File: config.mk
export PLATFORM = sky130hd
export DESIGN_NAME = mac80_unit
export DESIGN_NICKNAME = d
export VERILOG_FILES = /design/src/rtl/mac_pkg.sv /design/src/rtl/mac_prod.sv /design/src/rtl/mac_range.sv /design/src/rtl/mac_accnext.sv /design/src/rtl/mac80_unit.sv
export SDC_FILE = /design/constraint.sdc
export NUM_CORES = 2
export LEC_CHECK = 0
export ABC_AREA = 1
export BUFFER_PORTS_ARGS = -buffer_cell sky130_fd_sc_hd__clkbuf_2
export CORE_AREA = 8 8 417 419
export CTS_CLUSTER_SIZE = 8
export DETAILED_ROUTE_END_ITERATION = 6
export DIE_AREA = 0 0 425 427
export PLACE_DENSITY = 0.64
export SETUP_SLACK_MARGIN = 0.05
export SLEW_MARGIN = 5
export SYNTH_ARGS = -nofsm -noshare
export SYNTH_HDL_FRONTEND = slang
export SYNTH_SLANG_ARGS = --single-unit
export TNS_END_PERCENT = 5
File: constraint.sdc
create_clock -name clk -period 8.3 [get_ports clk]
set_input_delay 0.83 -clock clk [delete_from_list [all_inputs] [get_ports clk]]
set_output_delay 0.83 -clock clk [all_outputs]
set_load 0.01 [all_outputs]
File: src/rtl/mac_pkg.sv
package mac_pkg;
  typedef enum logic [3:0] {
    OP_NOP  = 4'd0,
    OP_CLR  = 4'd1,
    OP_MUL  = 4'd2,
    OP_MAC  = 4'd3,
    OP_MSB  = 4'd4,
    OP_MULR = 4'd5,
    OP_SAT  = 4'd6,
    OP_RND  = 4'd7,
    OP_RD2  = 4'd8,
    OP_RD1  = 4'd9,
    OP_RD0  = 4'd10,
    OP_WR2  = 4'd11,
    OP_WR1  = 4'd12,
    OP_WR0  = 4'd13,
    OP_RDR  = 4'd14
  } mac_op_e;

  localparam int STATW   = 16;
  localparam int FLG_NEG = 6;
  localparam int FLG_OVF = 7;
  localparam int FLG_UNF = 8;
  localparam int STK_OVF = 6;

  localparam int FMT_XS = 0;
  localparam int FMT_YS = 1;
  localparam int FMT_FR = 2;
endpackage

File: src/rtl/mac_prod.sv
module mac_prod import mac_pkg::*; #(
  parameter int DW = 32,
  parameter int AW = 80
) (
  input  logic [DW-1:0] a_i,
  input  logic [DW-1:0] b_i,
  input  logic [2:0]    fmt_i,
  output logic [AW-1:0] prod_o
);
  localparam int PW = 2*DW + 2;

  logic signed [DW:0]   xa, xb;
  logic signed [PW-1:0] full;
  logic        [AW-1:0] ext;

  always_comb begin
    xa     = {fmt_i[FMT_XS] & a_i[DW-1], a_i};
    xb     = {fmt_i[FMT_YS] & b_i[DW-1], b_i};
    full   = xa * xb;
    ext    = {{(AW-PW){full[PW-1]}}, full};
    prod_o = fmt_i[FMT_FR] ? {ext[AW-2:0], 1'b0} : ext;
  end
endmodule

File: src/rtl/mac_range.sv
module mac_range #(
  parameter int DW = 32,
  parameter int AW = 80
) (
  input  logic [AW-1:0] val_i,
  input  logic          frac_i,
  output logic          neg_o,
  output logic          ovf_o,
  output logic          unf_o
);
  localparam int HI_I = AW - DW + 1;
  localparam int HI_F = AW - 2*DW + 1;

  logic [HI_I-1:0] hi_i;
  logic [HI_F-1:0] hi_f;
  logic            uni_i, uni_f;

  always_comb begin
    hi_i  = val_i[AW-1:DW-1];
    hi_f  = val_i[AW-1:2*DW-1];
    uni_i = (&hi_i) | ~(|hi_i);
    uni_f = (&hi_f) | ~(|hi_f);
    neg_o = val_i[AW-1];
    ovf_o = frac_i ? ~uni_f : ~uni_i;
    unf_o = frac_i & (|val_i) & uni_i;
  end
endmodule

File: src/rtl/mac_accnext.sv
module mac_accnext import mac_pkg::*; #(
  parameter int DW = 32,
  parameter int GW = 16,
  parameter int AW = 80
) (
  input  mac_op_e       op_i,
  input  logic [AW-1:0] acc_i,
  input  logic [AW-1:0] prod_i,
  input  logic [DW-1:0] a_i,
  input  logic          frac_i,
  output logic [AW-1:0] acc_o,
  output logic          we_o
);
  localparam logic [AW-1:0] IMAX = {{(AW-DW+1){1'b0}}, {(DW-1){1'b1}}};
  localparam logic [AW-1:0] FMAX = {{(AW-2*DW+1){1'b0}}, {(2*DW-1){1'b1}}};
  localparam logic [AW-1:0] HALF = AW'(1) << (DW-1);

  logic [AW-DW:0]   hi_i;
  logic [AW-2*DW:0] hi_f;
  logic             out_rng;
  logic [AW-1:0]    lim, rnd;

  always_comb begin
    hi_i    = acc_i[AW-1:DW-1];
    hi_f    = acc_i[AW-1:2*DW-1];
    out_rng = frac_i ? ~((&hi_f) | ~(|hi_f)) : ~((&hi_i) | ~(|hi_i));
    lim     = frac_i ? FMAX : IMAX;
    if (acc_i[AW-1]) lim = ~lim;
    rnd     = acc_i + HALF;
    acc_o   = acc_i;
    we_o    = 1'b1;
    case (op_i)
      OP_CLR:  acc_o = '0;
      OP_MUL:  acc_o = prod_i;
      OP_MAC:  acc_o = acc_i + prod_i;
      OP_MSB:  acc_o = acc_i - prod_i;
      OP_SAT:  acc_o = out_rng ? lim : acc_i;
      OP_RND:  acc_o = {rnd[AW-1:DW], {DW{1'b0}}};
      OP_WR2:  acc_o = {a_i[GW-1:0], acc_i[2*DW-1:0]};
      OP_WR1:  acc_o = {acc_i[AW-1:2*DW], a_i, acc_i[DW-1:0]};
      OP_WR0:  acc_o = {acc_i[AW-1:DW], a_i};
      default: we_o  = 1'b0;
    endcase
  end
endmodule

File: src/rtl/mac80_unit.sv
module mac80_unit import mac_pkg::*; #(
  parameter int DW = 32,
  parameter int GW = 16
) (
  input  logic             clk,
  input  logic             rst_n,
  input  logic [3:0]       op,
  input  logic [DW-1:0]    opa,
  input  logic [DW-1:0]    opb,
  input  logic [2:0]       fmt,
  input  logic             bank,
  output logic [DW-1:0]    result,
  output logic [STATW-1:0] stat,
  output logic [STATW-1:0] sticky
);
  localparam int AW    = 2*DW + GW;
  localparam int NBANK = 2;

  logic [1:0]       rsync_q;
  logic             rst_ns;
  mac_op_e          op_e;
  logic [AW-1:0]    acc_q [NBANK];
  logic [AW-1:0]    cur, prod, acc_nx, flag_val;
  logic             acc_we, flag_en, res_en, frac;
  logic             f_neg, f_ovf, f_unf;
  logic [DW-1:0]    res_q, res_nx;
  logic [STATW-1:0] stat_q, stat_nx, stk_q, stk_nx;

  always_ff @(posedge clk or negedge rst_n)
    if (!rst_n) rsync_q <= '0;
    else        rsync_q <= {rsync_q[0], 1'b1};
  assign rst_ns = rsync_q[1];

  assign op_e = mac_op_e'(op);
  assign frac = fmt[FMT_FR];
  assign cur  = acc_q[bank];

  mac_prod #(.DW(DW), .AW(AW)) u_prod (
    .a_i(opa), .b_i(opb), .fmt_i(fmt), .prod_o(prod)
  );

  mac_accnext #(.DW(DW), .GW(GW), .AW(AW)) u_next (
    .op_i(op_e), .acc_i(cur), .prod_i(prod), .a_i(opa), .frac_i(frac),
    .acc_o(acc_nx), .we_o(acc_we)
  );

  assign flag_val = (op_e == OP_MULR) ? prod : acc_nx;

  mac_range #(.DW(DW), .AW(AW)) u_rng (
    .val_i(flag_val), .frac_i(frac), .neg_o(f_neg), .ovf_o(f_ovf), .unf_o(f_unf)
  );

  always_comb begin
    flag_en = (op_e inside {OP_CLR, OP_MUL, OP_MAC, OP_MSB, OP_MULR, OP_SAT, OP_RND});
    res_en  = 1'b1;
    case (op_e)
      OP_RD2:  res_nx = {{(DW-GW){cur[AW-1]}}, cur[AW-1:2*DW]};
      OP_RD1:  res_nx = cur[2*DW-1:DW];
      OP_RD0:  res_nx = cur[DW-1:0];
      OP_RDR:  res_nx = frac ? cur[2*DW-1:DW] : cur[DW-1:0];
      OP_MULR: res_nx = frac ? prod[2*DW-1:DW] : prod[DW-1:0];
      default: begin res_nx = res_q; res_en = 1'b0; end
    endcase
    stat_nx          = '0;
    stat_nx[FLG_NEG] = f_neg;
    stat_nx[FLG_OVF] = f_ovf;
    stat_nx[FLG_UNF] = f_unf;
    stk_nx           = stk_q;
    stk_nx[STK_OVF]  = stk_q[STK_OVF] | f_ovf;
  end

  always_ff @(posedge clk or negedge rst_ns) begin
    if (!rst_ns) begin
      for (int i = 0; i < NBANK; i++) acc_q[i] <= '0;
      res_q  <= '0;
      stat_q <= '0;
      stk_q  <= '0;
    end else begin
      for (int i = 0; i < NBANK; i++)
        if (acc_we && (int'(bank) == i)) acc_q[i] <= acc_nx;
      if (res_en)  res_q  <= res_nx;
      if (flag_en) stat_q <= stat_nx;
      if (flag_en) stk_q  <= stk_nx;
    end
  end

  assign result = res_q;
  assign stat   = stat_q;
  assign sticky = stk_q;
endmodule

==> metrics.cfg <==
[outcome]
status=finished with violations
violations=design-rule violations, negative setup slack

[critical_path]
cp_top_family=adder cells
crit_path_start=opa[31]
cp_slowest_cell=fa_2
rr_startpoint=acc_q[2]$_DFFE_PN0P_
reg2reg_depth=27
critPathLaunchType=input port
cp_slowest_stage_delay_ns=0.61
crit_required_ns=8.73
worstPathArrival_ns=12.18
cp.buffers_inverters=19
worst-r2r-setup-slack_ns=2.55
critPathKind=in2reg
critPathMaxFanout=5
worst_setup_path_end_kind=register
critPathMostFrequentCell=buf_4
worstSetupEndpoint=sticky[6]$_DFFE_PN0P_
timing.rr.end=stat[8]$_DFFE_PN0P_
crit_cells=66

[route]
avgViaCountPerCell=5.284
vias=71930
drt_pre_antenna_iters=7
drc=5
ant_nets=0
drtIter0Drc=7795
avgRoutedWirePerCell_um=23.77
finalWirelength_um=323600

[finish]
multi_input_area_mm2=0.05521
stdcell_count=13610
nets=12880
ff_latch_area_mm2=0.004959
final_area_mm2=0.08852
drive_above_1_share_pct=26.57
fin_util_pct=52.76
final_cell_mix=nand2_1, inv_1, buf_4
area_growth_pct=33.02
fillers=16640
layout_commonest_cell=nand2_1

[global_routing]
first_global_vias=72810
overflow=0
antenna_found_initial=33
grt_max_degree=66
grt_pass1_wl_um=475300
grtUsageTotal_pct=35.15

[clocking]
clock-sinks=198
cts_made_buffers=17
cts_hold_buf=0
clkLatencyLatePin_ns=0.56
clkSlewWorstSetupHoldPaths_ns=0.11
cts_tree=built
root_buffer=clkbuf_16
cts_max_level=4
max-clock-path-buffers=2

[placement]
numPortBuffers=109
placed_area_mm2=0.08219
gp_congestion=1.134
place_hpwl_um=278100
dp.cells=13410
dp_slack_ns=-5.246

[sta]
setup_viol=146
finalCritPeriodShare_pct=141.6
rsz0062_at_grt=yes
hold_viol=0
fmax_mhz=85.11
fin_crit_ns=11.75
worst_slew_pin_slew_ns=1.293
relSlewSlack_pct=13.78
fin_skew_ns=0.03197
drv_slew=0
setup_ws_ns=-3.449

[die]
dieArea_mm2=0.1815
fp-row-count=151
core_mm2=0.1678
die_h_um=427
die_w_um=425
num_io_pins=138
start_util_pct=39.67

[synthesis]
synth_edf_count=0
syn_area_mm2=0.06655
ys_ff_latch=198
synth_ff_type=dfrtp_1
async_flop_share_pct=100.0
yosys_warnings=0
yosysSeqAreaShare_pct=7.445
syn_inst=9825
syn_avg_cell_area_um2=6.774
synthDistinctLibCells=64

[worst_hold_path]
hp-class=in2async

[flow_run]
maxCapViolations=0

==> metrics by stage <==
step                hold WS [ns]  TNS [ns]
finish                   0.02601   -321.07
global route             0.02486   -377.64
CTS                     0.005192   -304.47
detailed placement        0.2345   -494.14
global placement          0.2387   -498.00
floorplan                 0.3312   -159.09
==> flip-flops by register name, summed over array words and instances, names as in the netlist <==
name / count
acc_q: 160
result: 32
rsync_q: 2
stat: 3
sticky: 1
==> kinds of logic (layout without fill, tap and decap cells) <==
logic type	count (synthesis)	in the layout	share of synthesized area, %
DFF	198	198	7.445
AOI/OAI and AO/OA	1035	1035	8.772
buffers and inverters	2850	4374	16.42
muxes	11	11	0.1655
adders and majority gates	1445	1445	40.09
xor gates and xnor gates	113	113	1.487
and+or+nand+nor	4171	4171	25.60
other	2	48	0.01128
==> worst min path at each step <==
stage,start,end,cells past startpoint
2_1_floorplan,rsync_q[0]$_DFF_PN0_,rsync_q[1]$_DFF_PN0_,0
3_3_place_gp,rsync_q[1]$_DFF_PN0_,result[21]$_DFFE_PN0P_,0
3_5_place_dp,rsync_q[1]$_DFF_PN0_,result[21]$_DFFE_PN0P_,0
4_1_cts,rst_n,rsync_q[1]$_DFF_PN0_,1
5_1_grt,rst_n,rsync_q[1]$_DFF_PN0_,1
6_report,rst_n,rsync_q[1]$_DFF_PN0_,1
==> routing by layer <==
layer  global-route usage (%)  part of all wire (%)
met2                    52.50                    42
met4                    14.43                   5.0
met1                    48.46                    42
met3                    9.103                    11
met5                        0                 0.020
==> synthesized netlist by cell type, types with 30 or more instances <==
cell type  instances  area share, %
a221oi_1          30           0.39
o21ai_0          366            2.8
buf_4             32           0.36
nor2_1           816            4.6
dfrtp_1          198            7.4
o21ai_1           34           0.26
fa_1            1146             34
nand3_1          468            3.5
buf_1             35           0.20
nand2_1         2569             14
inv_1           2379             13
xor2_1            80            1.1
a21oi_1          401            3.0
nand4_1          105           0.99
ha_1             299            5.6
clkbuf_1         359            2.0
xnor2_1           33           0.43
or2_2             62           0.58
nor3_1            66           0.50
==> timing repair <==
item,in CTS,in global routing
setup buffers,86,67
pin swaps,245,240
cloned,2,2
endpoints found under the setup margin,148,156
hold endpoints to repair,0,0
resized for setup,727,509
==> area by class of cell <==
type                    count  share of cell area (%)
inverters                2400                   10.21
well taps                2218                   3.135
clock inverters            15                  0.2770
multi-input cells        6804                   62.37
clock buffers              17                  0.4806
flip-flops and latches    198                   5.601
diodes                     19                 0.05371
repair buffers           1942                   17.87
Power is not shown: default switching activity piles up to over one toggle a cycle in this logic, so the estimate is an artifact.
